[config.mk]
export PLATFORM = sky130hd
export DESIGN_NAME = fifo_bit_unpacker
export DESIGN_NICKNAME = d
export VERILOG_FILES = /design/src/rtl/upk_pkg.sv /design/src/rtl/upk_cfg_regs.sv /design/src/rtl/upk_cursor.sv /design/src/rtl/upk_word_track.sv /design/src/rtl/fifo_bit_unpacker.sv
export SDC_FILE = /design/constraint.sdc
export NUM_CORES = 1
export LEC_CHECK = 0
export CAP_MARGIN = 20
export CORE_MARGIN = 4
export CORE_UTILIZATION = 60
export CTS_CLUSTER_DIAMETER = 80
export DETAILED_ROUTE_END_ITERATION = 8
export PLACE_DENSITY = 0.88
export SYNTH_ARGS = -nofsm -noshare
export SYNTH_HDL_FRONTEND = slang
export SYNTH_SLANG_ARGS = --single-unit
[constraint.sdc]
create_clock -name clk -period 4.4 [get_ports clk]
set_input_delay 0.88 -clock clk [delete_from_list [all_inputs] [get_ports clk]]
set_output_delay 0.88 -clock clk [all_outputs]
set_load 0.05 [all_outputs]
[src/rtl/upk_pkg.sv]
package upk_pkg;
    localparam int ENTRY_W = 32;
    localparam int POS_W   = $clog2(ENTRY_W);
    localparam int LEN_W   = 3;
    localparam int VEC_W   = POS_W + 1 + LEN_W + 1;
    localparam int NVEC    = 4;
    localparam int VI_W    = $clog2(NVEC);
    localparam int NREG    = NVEC / 2;
    localparam int CFG_W   = 2 * VEC_W;
    localparam int GRAN_W  = 2;
    localparam int SEL_W   = 2;
    localparam int CNT_W   = POS_W + 1;

    // field order mirrors the bit positions of a packing vector
    typedef struct packed {
        logic [POS_W-1:0] start;
        logic             walk_down;
        logic [LEN_W-1:0] run_m1;
        logic             last_vec;
    } vec_t;

    typedef enum logic {ST_IDLE, ST_EMIT} state_t;

    function automatic vec_t default_vec(input int i);
        vec_t v;
        v.start     = POS_W'(8 * i);
        v.walk_down = 1'b0;
        v.run_m1    = '1;
        v.last_vec  = (i == NVEC - 1);
        return v;
    endfunction
endpackage

[src/rtl/upk_cfg_regs.sv]
module upk_cfg_regs
    import upk_pkg::*;
(
    input  logic                    clk,
    input  logic                    rst_n,
    input  logic                    wr_en,
    input  logic [SEL_W-1:0]        sel,
    input  logic [CFG_W-1:0]        wdata,
    output vec_t [NVEC-1:0]         vecs,
    output logic [GRAN_W-1:0]       gran,
    output logic [POS_W-1:0]        wbits_m1
);
    localparam logic [SEL_W-1:0] FMT_SEL = SEL_W'(NREG);

    for (genvar r = 0; r < NREG; r++) begin : g_vreg
        logic [CFG_W-1:0] word_q;
        always_ff @(posedge clk) begin
            if (!rst_n)
                word_q <= {default_vec(2*r+1), default_vec(2*r)};
            else if (wr_en && sel == SEL_W'(r))
                word_q <= wdata;
        end
        assign vecs[2*r]   = vec_t'(word_q[VEC_W-1:0]);
        assign vecs[2*r+1] = vec_t'(word_q[CFG_W-1:VEC_W]);
    end

    // format register: a reserved granularity code drops the whole write
    always_ff @(posedge clk) begin
        if (!rst_n) begin
            gran     <= '0;
            wbits_m1 <= POS_W'(7);
        end else if (wr_en && sel == FMT_SEL && wdata[GRAN_W-1:0] != 2'd3) begin
            gran     <= wdata[GRAN_W-1:0];
            wbits_m1 <= wdata[GRAN_W+POS_W-1:GRAN_W];
        end
    end
endmodule

[src/rtl/upk_cursor.sv]
module upk_cursor
    import upk_pkg::*;
(
    input  logic              clk,
    input  logic              rst_n,
    input  logic              load_i,
    input  logic              step_i,
    input  vec_t [NVEC-1:0]   vecs,
    output logic [POS_W-1:0]  pos_o,
    output logic              final_o
);
    logic [VI_W-1:0]  vidx;
    logic [LEN_W-1:0] run;
    logic [POS_W-1:0] walk_q;
    vec_t             cur;
    logic             run_end;

    assign cur     = vecs[vidx];
    assign run_end = (run == cur.run_m1);
    // first bit of a run comes straight from the vector, so a write that
    // lands with the entry acceptance is honoured
    assign pos_o   = (run == '0) ? cur.start : walk_q;
    assign final_o = run_end && (cur.last_vec || vidx == VI_W'(NVEC - 1));

    always_ff @(posedge clk) begin
        if (!rst_n || load_i) begin
            vidx   <= '0;
            run    <= '0;
            walk_q <= '0;
        end else if (step_i) begin
            if (run_end) begin
                vidx <= vidx + 1'b1;
                run  <= '0;
            end else begin
                run    <= run + 1'b1;
                walk_q <= cur.walk_down ? pos_o - 1'b1 : pos_o + 1'b1;
            end
        end
    end

    // the run counter never passes the programmed length
    a_r3_run_bound: assert property (@(posedge clk) disable iff (!rst_n)
        run <= cur.run_m1);
endmodule

[src/rtl/upk_word_track.sv]
module upk_word_track
    import upk_pkg::*;
(
    input  logic              clk,
    input  logic              rst_n,
    input  logic              clear_i,
    input  logic              step_i,
    input  logic [GRAN_W-1:0] gran,
    input  logic [POS_W-1:0]  wbits_m1,
    output logic              word_end
);
    logic [CNT_W-1:0] cnt;
    logic [CNT_W-1:0] wsize;
    logic [CNT_W-1:0] slot;
    logic [CNT_W-1:0] eff;

    assign wsize    = {1'b0, wbits_m1} + 1'b1;
    assign slot     = CNT_W'(8) << gran;
    assign eff      = (wsize < slot) ? wsize : slot;
    assign word_end = (cnt + 1'b1 == eff);

    always_ff @(posedge clk) begin
        if (!rst_n || clear_i)
            cnt <= '0;
        else if (step_i)
            cnt <= word_end ? '0 : cnt + 1'b1;
    end

    // a counted bit always lies inside the current word
    a_r6_count_bound: assert property (@(posedge clk) disable iff (!rst_n)
        step_i |-> cnt < eff);
endmodule

[src/rtl/fifo_bit_unpacker.sv]
module fifo_bit_unpacker
    import upk_pkg::*;
(
    input  logic                clk,
    input  logic                rst_n,
    input  logic                ent_valid,
    output logic                ent_ready,
    input  logic [ENTRY_W-1:0]  ent_data,
    output logic                bit_valid,
    input  logic                bit_ready,
    output logic                bit_data,
    output logic                bit_last,
    input  logic                cfg_we,
    input  logic [SEL_W-1:0]    cfg_sel,
    input  logic [CFG_W-1:0]    cfg_wdata
);
    state_t               state;
    logic [ENTRY_W-1:0]   data_q;
    vec_t [NVEC-1:0]      vecs;
    logic [GRAN_W-1:0]    gran;
    logic [POS_W-1:0]     wbits_m1;
    logic [POS_W-1:0]     pos;
    logic                 final_bit;
    logic                 word_end;
    logic                 accept;
    logic                 step;

    assign accept = ent_valid && ent_ready;
    assign step   = bit_valid && bit_ready;

    upk_cfg_regs u_cfg (
        .clk(clk), .rst_n(rst_n),
        .wr_en(cfg_we && state == ST_IDLE),
        .sel(cfg_sel), .wdata(cfg_wdata),
        .vecs(vecs), .gran(gran), .wbits_m1(wbits_m1)
    );

    upk_cursor u_cur (
        .clk(clk), .rst_n(rst_n), .load_i(accept), .step_i(step),
        .vecs(vecs), .pos_o(pos), .final_o(final_bit)
    );

    upk_word_track u_word (
        .clk(clk), .rst_n(rst_n), .clear_i(accept), .step_i(step),
        .gran(gran), .wbits_m1(wbits_m1), .word_end(word_end)
    );

    // state register: accept and drain transitions
    always_ff @(posedge clk) begin
        if (!rst_n) begin
            state  <= ST_IDLE;
            data_q <= '0;
        end else begin
            unique case (state)
                ST_IDLE: if (ent_valid) begin
                    state  <= ST_EMIT;
                    data_q <= ent_data;
                end
                ST_EMIT: if (step && final_bit) state <= ST_IDLE;
                default: state <= ST_IDLE;
            endcase
        end
    end

    // outputs
    always_comb begin
        ent_ready = 1'b0;
        bit_valid = 1'b0;
        unique case (state)
            ST_IDLE: ent_ready = 1'b1;
            ST_EMIT: bit_valid = 1'b1;
            default: ent_ready = 1'b0;
        endcase
        bit_data = data_q[pos];
        bit_last = word_end;
    end

    // an accepted entry starts emission and closes the input
    a_r5_accept_starts: assert property (@(posedge clk) disable iff (!rst_n)
        accept |=> bit_valid && !ent_ready);
    // the final bit of an entry returns the block to idle
    a_r4_final_idle: assert property (@(posedge clk) disable iff (!rst_n)
        (step && final_bit) |=> ent_ready);
    // configuration is frozen while emitting
    a_r8_cfg_frozen: assert property (@(posedge clk) disable iff (!rst_n)
        (state == ST_EMIT) |=> $stable(vecs) && $stable(gran) && $stable(wbits_m1));
    // a stalled bit and its marker hold
    a_r9_stall_hold: assert property (@(posedge clk) disable iff (!rst_n)
        (bit_valid && !bit_ready) |=> bit_valid && $stable(bit_data) && $stable(bit_last));
endmodule

==> impl_metrics.csv, run 1 <==
group,metric,value,unit
yosys,yosysTopAreaCell,"dfxtp_1",
drt,vias_per_cell,5.81,
yosys,synth.top_cell.area_share,0.398,
power,power_switching_share,0.240,
floorplanning,die_x,97.7,um
clock_tree,cts_tree,"built",
power,powerDensity,333,mW/mm^2
run_status,outcome,"completed",
yosys,synth_warnings,0,
clock_tree,cts_root_buf,"clkbuf_8",
floorplanning,dieArea,0.00954,mm^2
clock_tree,htree_levels,3,
flow_run,cap_violations,0,
worst_setup_path,ff2ff_path_depth,11,
drt,num_vias,4272,
floorplanning,io_pins,63,
finish,syn_to_final_growth,19.2,%
power,clockPowerShare,0.388,
finish,nets,699,
timing,setup_violations,0,
worst_setup_path,worst-endpoint-arrival,3.20,ns
min_path,holdCritPathClass,"flip-flop to flip-flop",
worst_setup_path,r2r-start,"u_cur.vidx[0]$_SDFFE_PP0P_",
drt,drc,0,
timing,totalNegativeSetupSlack,0,ns
power,peakVddDrop,201,uV
drt,ant_nets,0,
power,leakage,2.18,nW
power,switchingPower,0.460,mW
worst_setup_path,crit_fanout,15,
global_route,grt_pass1_vias,4197,
finish,utilization,0.741,
global_route,grt_util_all_layers,0.245,
floorplanning,initial_utilization,0.621,
yosys,ys_ff_latch,96,
place,place_hpwl,7930,um
drt,routedWlPerCell,15.5,um
power,comb_power_share,0.127,
global_route,grt_max_degree,82,
clock_tree,cts-hold-fix-buffers,0,
global_route,grt_pass1_wl,19500,um
yosys,syn_inst,580,
finish,multi_input_area,0.00271,mm^2
finish,final_layout_size_suffix_gt1_frac,0.0806,
worst_setup_path,start_kind,"flip-flop",
min_path,whs_path_depth,2,
floorplanning,die_h,97.7,um
global_route,antenna_found_initial,0,
floorplanning,core,0.00777,mm^2
clock_tree,clock_latency,0.36,ns
worst_setup_path,cp.required,3.52,ns
drt,drtIter0Drc,268,
timing,finalHoldViolCount,0,
yosys,yosysSeqAreaShare,0.398,
finish,seq_area,0.00192,mm^2
place,placement.io_buffers,62,
finish,n_fill_cell,597,
drt,drt_wl_total,11400,um
clock_tree,cts_buffer_depth,2,
yosys,post-synth-top-count-cell,"nand2_1",
worst_setup_path,r2r_slack,1.37,ns
timing,period_minus_slack,4.08,ns
min_path,whs_endpoint,"u_cfg.g_vreg[0].word_q[11]$_SDFFE_PN1P_",
yosys,synth_area_leaders,"dfxtp_1 40%, nand2_1 14%, a21boi_0 8.6%",
min_path,hold_start,"u_cfg.g_vreg[0].word_q[11]$_SDFFE_PN1P_",
timing,worstMarginPinSlew,0.715,ns
worst_setup_path,regToRegEndpoint,"u_cur.walk_q[4]$_SDFFE_PP0P_",
clock_tree,cts_num_sinks,96,
yosys,netlist_area,0.00483,mm^2
yosys,async_flop_share,0,
yosys,synth_nets,651,
clock_tree,clk_pin_slew_worst_paths,0.09,ns
timing,relSlewSlack,0.523,
timing,clock_skew,0.00795,ns
global_route,grt-ovfl-total,0,
timing,rsz0062_at_grt,"no",
yosys,syn_avg_cell_area,8.32,um^2
timing,fin_crit_sh,0.928,
timing,clock.fmax,245,MHz
power,internal_power,1.46,mW
clock_tree,numCtsBuffers,9,
worst_setup_path,critPathKind,"flip-flop to primary output",
timing,drv_slew,0,
timing,whs,0.468,ns
floorplanning,rows,32,
drt,first_pass_iters,4,
yosys,synthDistinctLibCells,59,
place,gp_congestion,0.840,
yosys,synth_flop_cell,"dfxtp_1",
worst_setup_path,crit_path_end_kind,"primary output",
yosys,synth_edf_count,0,
finish,antenna_cells,0,
power,power_frac_seq,0.485,
yosys,synthTopCellsByCount,"176 x nand2_1, 96 x dfxtp_1, 55 x a21boi_0, 28 x nand3_1, 26 x clkbuf_1",
cell usage in the layout (no fill, tap or decap), types with 13 or more instances in the layout:
cell | synthesis | routed
dfxtp_1 | 96 | 96
nor2_1 | 23 | 23
inv_1 | 13 | 13
xnor2_1 | 14 | 14
nand3_1 | 28 | 28
mux2i_1 | 18 | 18
nand2_1 | 176 | 176
clkdlybuf4s50_1 | 0 | 59
a21boi_0 | 55 | 55
through the flow:
step,setup slack (ns),instance area (um^2),total power [mW],cells
6_report,0.318,5750,1.92,735
4_1_cts,0.242,5740,1.91,734
5_1_grt,0.0700,5750,1.99,735
3_3_place_gp,0.612,5480,1.18,718
3_5_place_dp,0.405,5480,1.19,718
2_1_floorplan,1.02,4830,1.09,580
cell families (layout without fill, tap and decap cells):
| logic type | after synthesis | after routing | share of synthesized area |
|---|---|---|---|
| and+or+nand+nor | 264 | 264 | 0.237 |
| xor gates and xnor gates | 20 | 20 | 0.0363 |
| adders and majority gates | 12 | 12 | 0.0327 |
| AOI/OAI and AO/OA | 111 | 111 | 0.167 |
| DFF | 96 | 96 | 0.398 |
| muxes | 30 | 30 | 0.0861 |
| buffers and inverters | 47 | 100 | 0.0433 |
state kept, by name (all words and copies together) (netlist names), 2 cells and up:
register	flops
u_cfg.gran	2
data_q	32
u_cfg.wbits_m1	5
u_cfg.g_vreg.word_q	40
u_cur.vidx	2
u_word.cnt	6
u_cur.walk_q	5
u_cur.run	3
routing by layer:
metal / track usage / vias to the layer above / share of wire
li1: - / 2082 / -
met1: 0.317 / 2030 / 0.44
met2: 0.412 / 137 / 0.48
met3: 0.0402 / 23 / 0.052
met4: 0.0884 / 0 / 0.020
met5: 0 / - / 0
worst max-delay path: stages, from the launching register on:
cell and delay [ns]:
dfxtp_1 0.33, inv_1 0.13, ha_1 0.25, or3b_2 0.50
o22ai_1 0.19, a21oi_1 0.06, buf_4 0.19, inv_1 0.32
a2111oi_0 0.20, nor4_1 0.25, o211ai_1 0.13, nand4_1 0.10
buf_4 0.20
layout make-up:
type                       count  area share
clock buffer                   9      0.0215
multi-input combinational    437       0.471
timing repair buffer          70       0.117
clock inverter                 7      0.0250
tap                          102      0.0222
inverter                      14     0.00913
sequential                    96       0.334
power by group through the flow:
stage | clock network (mW) | logic [mW] | registers (mW)
after floorplan | 0 | 0.145 | 0.943
after global placement | 0 | 0.231 | 0.946
after detailed placement | 0 | 0.240 | 0.948
after CTS | 0.743 | 0.242 | 0.929
after global routing | 0.783 | 0.269 | 0.934
final | 0.743 | 0.244 | 0.930
what timing repair did:
| item | in CTS | in global routing |
|---|---|---|
| setup endpoints to repair | 1 | 1 |
| setup buffers | 0 | 0 |
| resized for setup | 1 | 2 |
worst max-delay path by stage:
stage | cells past startpoint | to | startpoint | slack, ns
floorplan | 9 | bit_data | u_cur.run[0]$_SDFFE_PP0P_ | 1.02
global placement | 11 | bit_last | u_cfg.wbits_m1[0]$_SDFFE_PN1P_ | 0.61
detailed placement | 10 | bit_last | u_cfg.wbits_m1[0]$_SDFFE_PN1P_ | 0.41
CTS | 10 | bit_last | u_cfg.wbits_m1[0]$_SDFFE_PN1P_ | 0.24
global route | 12 | bit_data | u_cur.run[0]$_SDFFE_PP0P_ | 0.07
finish | 12 | bit_data | u_cur.run[0]$_SDFFE_PP0P_ | 0.32
Power figures use the tool's default switching activity.
==> run 2, diff against run 1 <==
--- a/config.mk
+++ b/config.mk
@@ -6,11 +6,14 @@
 export NUM_CORES = 1
 export LEC_CHECK = 0
 export CAP_MARGIN = 20
+export CELL_PAD_IN_SITES_DETAIL_PLACEMENT = 1
+export CELL_PAD_IN_SITES_GLOBAL_PLACEMENT = 2
 export CORE_MARGIN = 4
-export CORE_UTILIZATION = 60
+export CORE_UTILIZATION = 36
 export CTS_CLUSTER_DIAMETER = 80
 export DETAILED_ROUTE_END_ITERATION = 8
 export PLACE_DENSITY = 0.88
+export SLEW_MARGIN = 15
 export SYNTH_ARGS = -nofsm -noshare
 export SYNTH_HDL_FRONTEND = slang
 export SYNTH_SLANG_ARGS = --single-unit
==> impl_metrics.csv, run 2 (same netlist as run 1, synthesis figures left out) <==
group,metric,value,unit
worst_setup_path,cpMostUsedCell,"inv_1",
global_route,grt_pass1_wl,22200,um
min_path,whs_path_depth,2,
floorplanning,io_pins,63,
drt,routedWlPerCell,16.0,um
finish,multi_input_area,0.00271,mm^2
drt,drc,0,
worst_setup_path,slowest_stage,"or3b_2",
place,gp_congestion,0.782,
clock_tree,cts_buffer_depth,2,
clock_tree,cts-hold-fix-buffers,0,
place,placement.io_buffers,62,
worst_setup_path,cp_cell_sequence,"inv_1 -> ha_1 -> or3b_2 -> o22ai_1 -> a21oi_1 -> inv_1 -> a2111oi_0 -> nor4_1 -> o211ai_1 -> nand4_1 -> buf_4",
finish,n_fill_cell,1572,
drt,num_vias,4178,
run_status,outcome,"completed",
finish,final_cell_mix,"176 x nand2_1, 96 x dfxtp_1, 59 x clkdlybuf4s50_1, 55 x a21boi_0, 28 x nand3_1",
finish,seq_area,0.00192,mm^2
worst_setup_path,timing.critical_path.buf_inv,3,
finish,regMostFlops,"u_cfg.g_vreg.word_q",
finish,antenna_cells,0,
timing,totalNegativeSetupSlack,0,ns
timing,drv_slew,0,
clock_tree,cts_root_buf,"clkbuf_16",
drt,highest_layer,"met4",
global_route,antenna_found_initial,0,
timing,fin_crit_sh,0.928,
finish,top_regs,"u_cfg.g_vreg.word_q (40), data_q (32), u_word.cnt (6)",
worst_setup_path,crit_fanout,12,
clock_tree,cts_tree,"built",
drt,drt_wl_total,12900,um
timing,setup_violations,0,
global_route,grt_max_degree,81,
floorplanning,initial_utilization,0.366,
worst_setup_path,crit_family,"simple AND/OR/NAND/NOR gates",
drt,wl_met3,437,um
timing,clock.fmax,245,MHz
global_route,grt_pass1_vias,4405,
clock_tree,clock_latency,0.35,ns
worst_setup_path,r2r_slack,1.32,ns
floorplanning,core,0.0132,mm^2
timing,worstMarginPinSlew,0.966,ns
worst_setup_path,ff2ff_path_depth,11,
timing,relSlewSlack,0.353,
finish,largest_register_ffs,40,
timing,period_minus_slack,4.08,ns
worst_setup_path,start_kind,"flip-flop",
clock_tree,clk_pin_slew_worst_paths,0.06,ns
finish,syn_to_final_growth,21.7,%
clock_tree,numCtsBuffers,9,
clock_tree,htree_levels,3,
drt,drtIter0Drc,186,
timing,finalHoldViolCount,0,
timing,whs,0.465,ns
power,leakage,2.20,nW
global_route,grt_util_all_layers,0.184,
flow_run,cap_violations,0,
power,powerDensity,338,mW/mm^2
timing,clock_skew,0.00641,ns
worst_setup_path,worst-endpoint-arrival,3.20,ns
floorplanning,die_h,124,um
min_path,hold_start,"u_cfg.g_vreg[0].word_q[19]$_SDFFE_PN0P_",
floorplanning,rows,42,
drt,met1Wirelength,5800,um
power,peakVddDrop,219,uV
drt,ant_nets,0,
drt,vias_per_cell,5.17,
place,place_hpwl,9390,um
timing,rsz0062_at_grt,"no",
worst_setup_path,slowest_delay,0.51,ns
drt,first_pass_iters,4,
global_route,grt-ovfl-total,0,
finish,nets,698,
worst_setup_path,cp.required,3.52,ns
min_path,holdCritPathClass,"flip-flop to flip-flop",
finish,final_layout_size_suffix_gt1_frac,0.0775,
worst_setup_path,crit_path_end_kind,"primary output",
clock_tree,cts_num_sinks,96,
worst_setup_path,r2r-start,"u_cur.vidx[0]$_SDFFE_PP0P_",
min_path,whs_endpoint,"u_cfg.g_vreg[0].word_q[19]$_SDFFE_PN0P_",
drt,wl_met2,6470,um
worst_setup_path,critPathKind,"flip-flop to primary output",
finish,layout_commonest_cell,"nand2_1",
floorplanning,die_x,124,um
floorplanning,dieArea,0.0153,mm^2
worst_setup_path,regToRegEndpoint,"u_cur.walk_q[4]$_SDFFE_PP0P_",
==> run 2: cell count changes in the layout (fill, tap and decap cells not counted), sizes merged <==
cell      previous run  this run
bufinv               4         1
buf                 10         9
clkbuf              10        13
clkinvlp             2         0
clkinv               1         3
==> run 2: cell type report <==
type | instances | share of cell area
clock buffers | 12 | 0.0437
clock inverters | 4 | 0.00895
inverters | 14 | 0.00895
multi-input cells | 437 | 0.461
flip-flops and latches | 96 | 0.327
well taps | 176 | 0.0375
repair buffers | 69 | 0.112
==> run 2: where the power goes <==
| part | total (mW) | internal, mW | leakage [nW] | switching, mW |
|---|---|---|---|---|
| logic | 0.246 | 0.116 | 1.27 | 0.130 |
| clock network | 0.807 | 0.473 | 0.153 | 0.334 |
| registers | 0.929 | 0.905 | 0.783 | 0.0242 |
==> run 2: timing repair <==
action                     in CTS  in global routing
setup endpoints to repair       1                  1
gates resized for setup         1                  2
cloned                          0                  0
setup buffers                   0                  0
==> run 2: worst max-delay path by stage <==
stage                                              start       end  slack (ns)  cells past startpoint
final                          u_cur.run[0]$_SDFFE_PP0P_  bit_data        0.32                     11
after global routing           u_cur.run[0]$_SDFFE_PP0P_  bit_data        0.08                     11
after CTS                 u_cfg.wbits_m1[2]$_SDFFE_PN1P_  bit_last        0.20                      9
after detailed placement  u_cfg.wbits_m1[2]$_SDFFE_PN1P_  bit_last        0.32                      9
after global placement    u_cfg.wbits_m1[0]$_SDFFE_PN1P_  bit_last        0.54                     11
after floorplan                u_cur.run[0]$_SDFFE_PP0P_  bit_data        1.02                      9
==> run 2: worst reg2reg max path: cells and delay by family (launching register included) <==
kind / cells / cell delay (ns)
xor gates and xnor gates: 2 / 0.24
muxes: 3 / 1.08
adders and majority gates: 1 / 0.25
DFF: 1 / 0.73
AOI/OAI and AO/OA: 2 / 0.33
buffers and inverters: 2 / 0.26
and+or+nand+nor: 1 / 0.05
==> run 2: through the flow <==
step	worst slack, ns	total power [mW]	instances	utilization	cell area (um^2)
finish	0.317	1.98	808	0.445	5870
global route	0.0784	2.08	808	0.445	5870
CTS	0.199	2.01	808	0.446	5880
detailed placement	0.322	1.20	792	0.422	5570
global placement	0.540	1.19	792	0.422	5570
floorplan	1.02	1.09	580	-	4830
==> run 2: layer usage <==
metal | up-vias | GRT usage
met5 | - | 0
met4 | 0 | 0.0644
met3 | 15 | 0.0395
met2 | 64 | 0.309
met1 | 2028 | 0.233
li1 | 2071 | -
==> run 3, diff against run 2 <==
--- a/config.mk
+++ b/config.mk
@@ -10,9 +10,10 @@
 export CELL_PAD_IN_SITES_GLOBAL_PLACEMENT = 2
 export CORE_MARGIN = 4
 export CORE_UTILIZATION = 36
-export CTS_CLUSTER_DIAMETER = 80
+export CTS_CLUSTER_DIAMETER = 60
 export DETAILED_ROUTE_END_ITERATION = 8
 export PLACE_DENSITY = 0.88
+export SKIP_CTS_REPAIR_TIMING = 1
 export SLEW_MARGIN = 15
 export SYNTH_ARGS = -nofsm -noshare
 export SYNTH_HDL_FRONTEND = slang
==> impl_metrics.csv, run 3 (same netlist as run 1, synthesis figures left out) <==
group,metric,value,unit
floorplanning,initial_utilization,0.366,
finish,stdcell_area,0.00588,mm^2
floorplanning,die_x,124,um
floorplanning,io_pins,63,
floorplanning,core,0.0132,mm^2
place,place_hpwl,9390,um
timing,fin_ws,0.316,ns
place,placement.io_buffers,62,
worst_setup_path,r2r-start,"u_cur.vidx[0]$_SDFFE_PP0P_",
clock_tree,clock_latency,0.35,ns
drt,first_pass_iters,4,
floorplanning,dieArea,0.0153,mm^2
floorplanning,die_h,124,um
power,powerDensity,337,mW/mm^2
clock_tree,htree_levels,3,
drt,num_vias,4182,
finish,regMostFlops,"u_cfg.g_vreg.word_q",
worst_setup_path,slowest_delay,0.51,ns
worst_setup_path,cp_cell_sequence,"inv_1 -> ha_1 -> or3b_2 -> o22ai_1 -> a21oi_1 -> inv_1 -> a2111oi_0 -> nor4_1 -> o211ai_1 -> nand4_1 -> buf_4",
worst_setup_path,slowest_stage,"or3b_2",
global_route,antenna_found_initial,0,
drt,drtIter0Drc,189,
run_status,outcome,"completed",
clock_tree,numCtsBuffers,9,
global_route,met3_usage,0.0395,
drt,ant_nets,0,
worst_setup_path,cpMostUsedCell,"inv_1",
clock_tree,clk_pin_slew_worst_paths,0.06,ns
finish,syn_to_final_growth,21.8,%
clock_tree,cts_tree,"built",
drt,drt_wl_total,12900,um
worst_setup_path,crit_path_end_kind,"primary output",
clock_tree,cts_root_buf,"clkbuf_16",
global_route,grt_pass1_wl,22200,um
finish,top_regs,"u_cfg.g_vreg.word_q (40), data_q (32), u_word.cnt (6)",
finish,layout_commonest_cell,"nand2_1",
min_path,holdCritPathClass,"flip-flop to flip-flop",
timing,clock.fmax,245,MHz
timing,relSlewSlack,0.353,
worst_setup_path,cp.required,3.52,ns
finish,nets,698,
worst_setup_path,worst-endpoint-arrival,3.20,ns
finish,largest_register_ffs,40,
timing,period_minus_slack,4.08,ns
flow_run,cap_violations,0,
global_route,grt.met1_usage,0.233,
drt,drc,0,
power,peakVddDrop,219,uV
worst_setup_path,crit_fanout,12,
power,leakage,2.22,nW
place,dpl_cell_area,0.00557,mm^2
worst_setup_path,r2r_slack,1.32,ns
clock_tree,cts_buffer_depth,2,
finish,utilization,0.446,
timing,fin_crit_sh,0.928,
global_route,grt_max_degree,81,
timing,totalNegativeSetupSlack,0,ns
global_route,grt.busiest_layer,"met2",
timing,drv_slew,0,
worst_setup_path,critPathKind,"flip-flop to primary output",
worst_setup_path,start_kind,"flip-flop",
timing,setup_violations,0,
place,place_ws,0.322,ns
power,power,1.98,mW
global_route,met2_usage,0.309,
worst_setup_path,crit_end,"bit_data",
timing,whs,0.465,ns
global_route,grt-ovfl-total,0,
clock_tree,cts_num_sinks,96,
finish,antenna_cells,0,
worst_setup_path,ff2ff_path_depth,11,
place,gp_congestion,0.782,
finish,final_layout_size_suffix_gt1_frac,0.0759,
finish,finalNonFillerCells,808,
global_route,grt_util_all_layers,0.184,
finish,final_cell_mix,"176 x nand2_1, 96 x dfxtp_1, 59 x clkdlybuf4s50_1, 55 x a21boi_0, 28 x nand3_1",
timing,clock_skew,0.00641,ns
worst_setup_path,regToRegEndpoint,"u_cur.walk_q[4]$_SDFFE_PP0P_",
worst_setup_path,cp-startpoint,"u_cur.run[0]$_SDFFE_PP0P_",
place,placedCellCount,792,
timing,finalHoldViolCount,0,
timing,worstMarginPinSlew,0.966,ns
timing,rsz0062_at_grt,"no",
global_route,grt_pass1_vias,4405,
drt,vias_per_cell,5.18,
drt,routedWlPerCell,16.0,um
floorplanning,rows,42,
run 3: cell types whose count changed in the layout (fill, tap and decap cells not counted):
cell            delta
clkbuf_2           -1
dlymetal6s2s_1     +1
run 3: final cells by class:
cell class	instances	area (um^2)
multi-input combinational	437	2710
tap	176	220
fill	1572	7310
clock inverter	4	52.6
inverter	14	52.6
clock buffer	12	256
sequential	96	1920
timing repair buffer	69	668
run 3: worst min path at each step:
stage                                                       start                                       to  slack [ns]  depth (start not counted)
after floorplan           u_cfg.g_vreg[0].word_q[11]$_SDFFE_PN1P_  u_cfg.g_vreg[0].word_q[11]$_SDFFE_PN1P_        0.43                          2
after global placement     u_cfg.g_vreg[0].word_q[1]$_SDFFE_PN1P_   u_cfg.g_vreg[0].word_q[1]$_SDFFE_PN1P_        0.45                          2
after detailed placement  u_cfg.g_vreg[0].word_q[19]$_SDFFE_PN0P_  u_cfg.g_vreg[0].word_q[19]$_SDFFE_PN0P_        0.46                          2
after CTS                 u_cfg.g_vreg[0].word_q[19]$_SDFFE_PN0P_  u_cfg.g_vreg[0].word_q[19]$_SDFFE_PN0P_        0.47                          2
after global routing      u_cfg.g_vreg[0].word_q[17]$_SDFFE_PN0P_  u_cfg.g_vreg[0].word_q[17]$_SDFFE_PN0P_        0.49                          2
final                     u_cfg.g_vreg[0].word_q[19]$_SDFFE_PN0P_  u_cfg.g_vreg[0].word_q[19]$_SDFFE_PN0P_        0.47                          2
run 3: where the power goes:
group,total (mW),leakage [nW],internal [mW],switching (mW)
sequential,0.929,0.783,0.905,0.0241
clock,0.806,0.153,0.473,0.334
combinational,0.247,1.28,0.116,0.130
run 3: routing by layer:
layer | vias to the layer above | part of all wire
li1 | 2071 | -
met1 | 2032 | 0.45
met2 | 64 | 0.50
met3 | 15 | 0.034
met4 | 0 | 0.018
met5 | - | 0
run 3: critical path: cells and delay by family, from the launching register on:
kind / cells / cell delay [ns]
adders and majority gates: 1 / 0.24
buffers and inverters: 3 / 0.70
and+or+nand+nor: 3 / 0.93
AOI/OAI and AO/OA: 4 / 0.66
DFF: 1 / 0.31
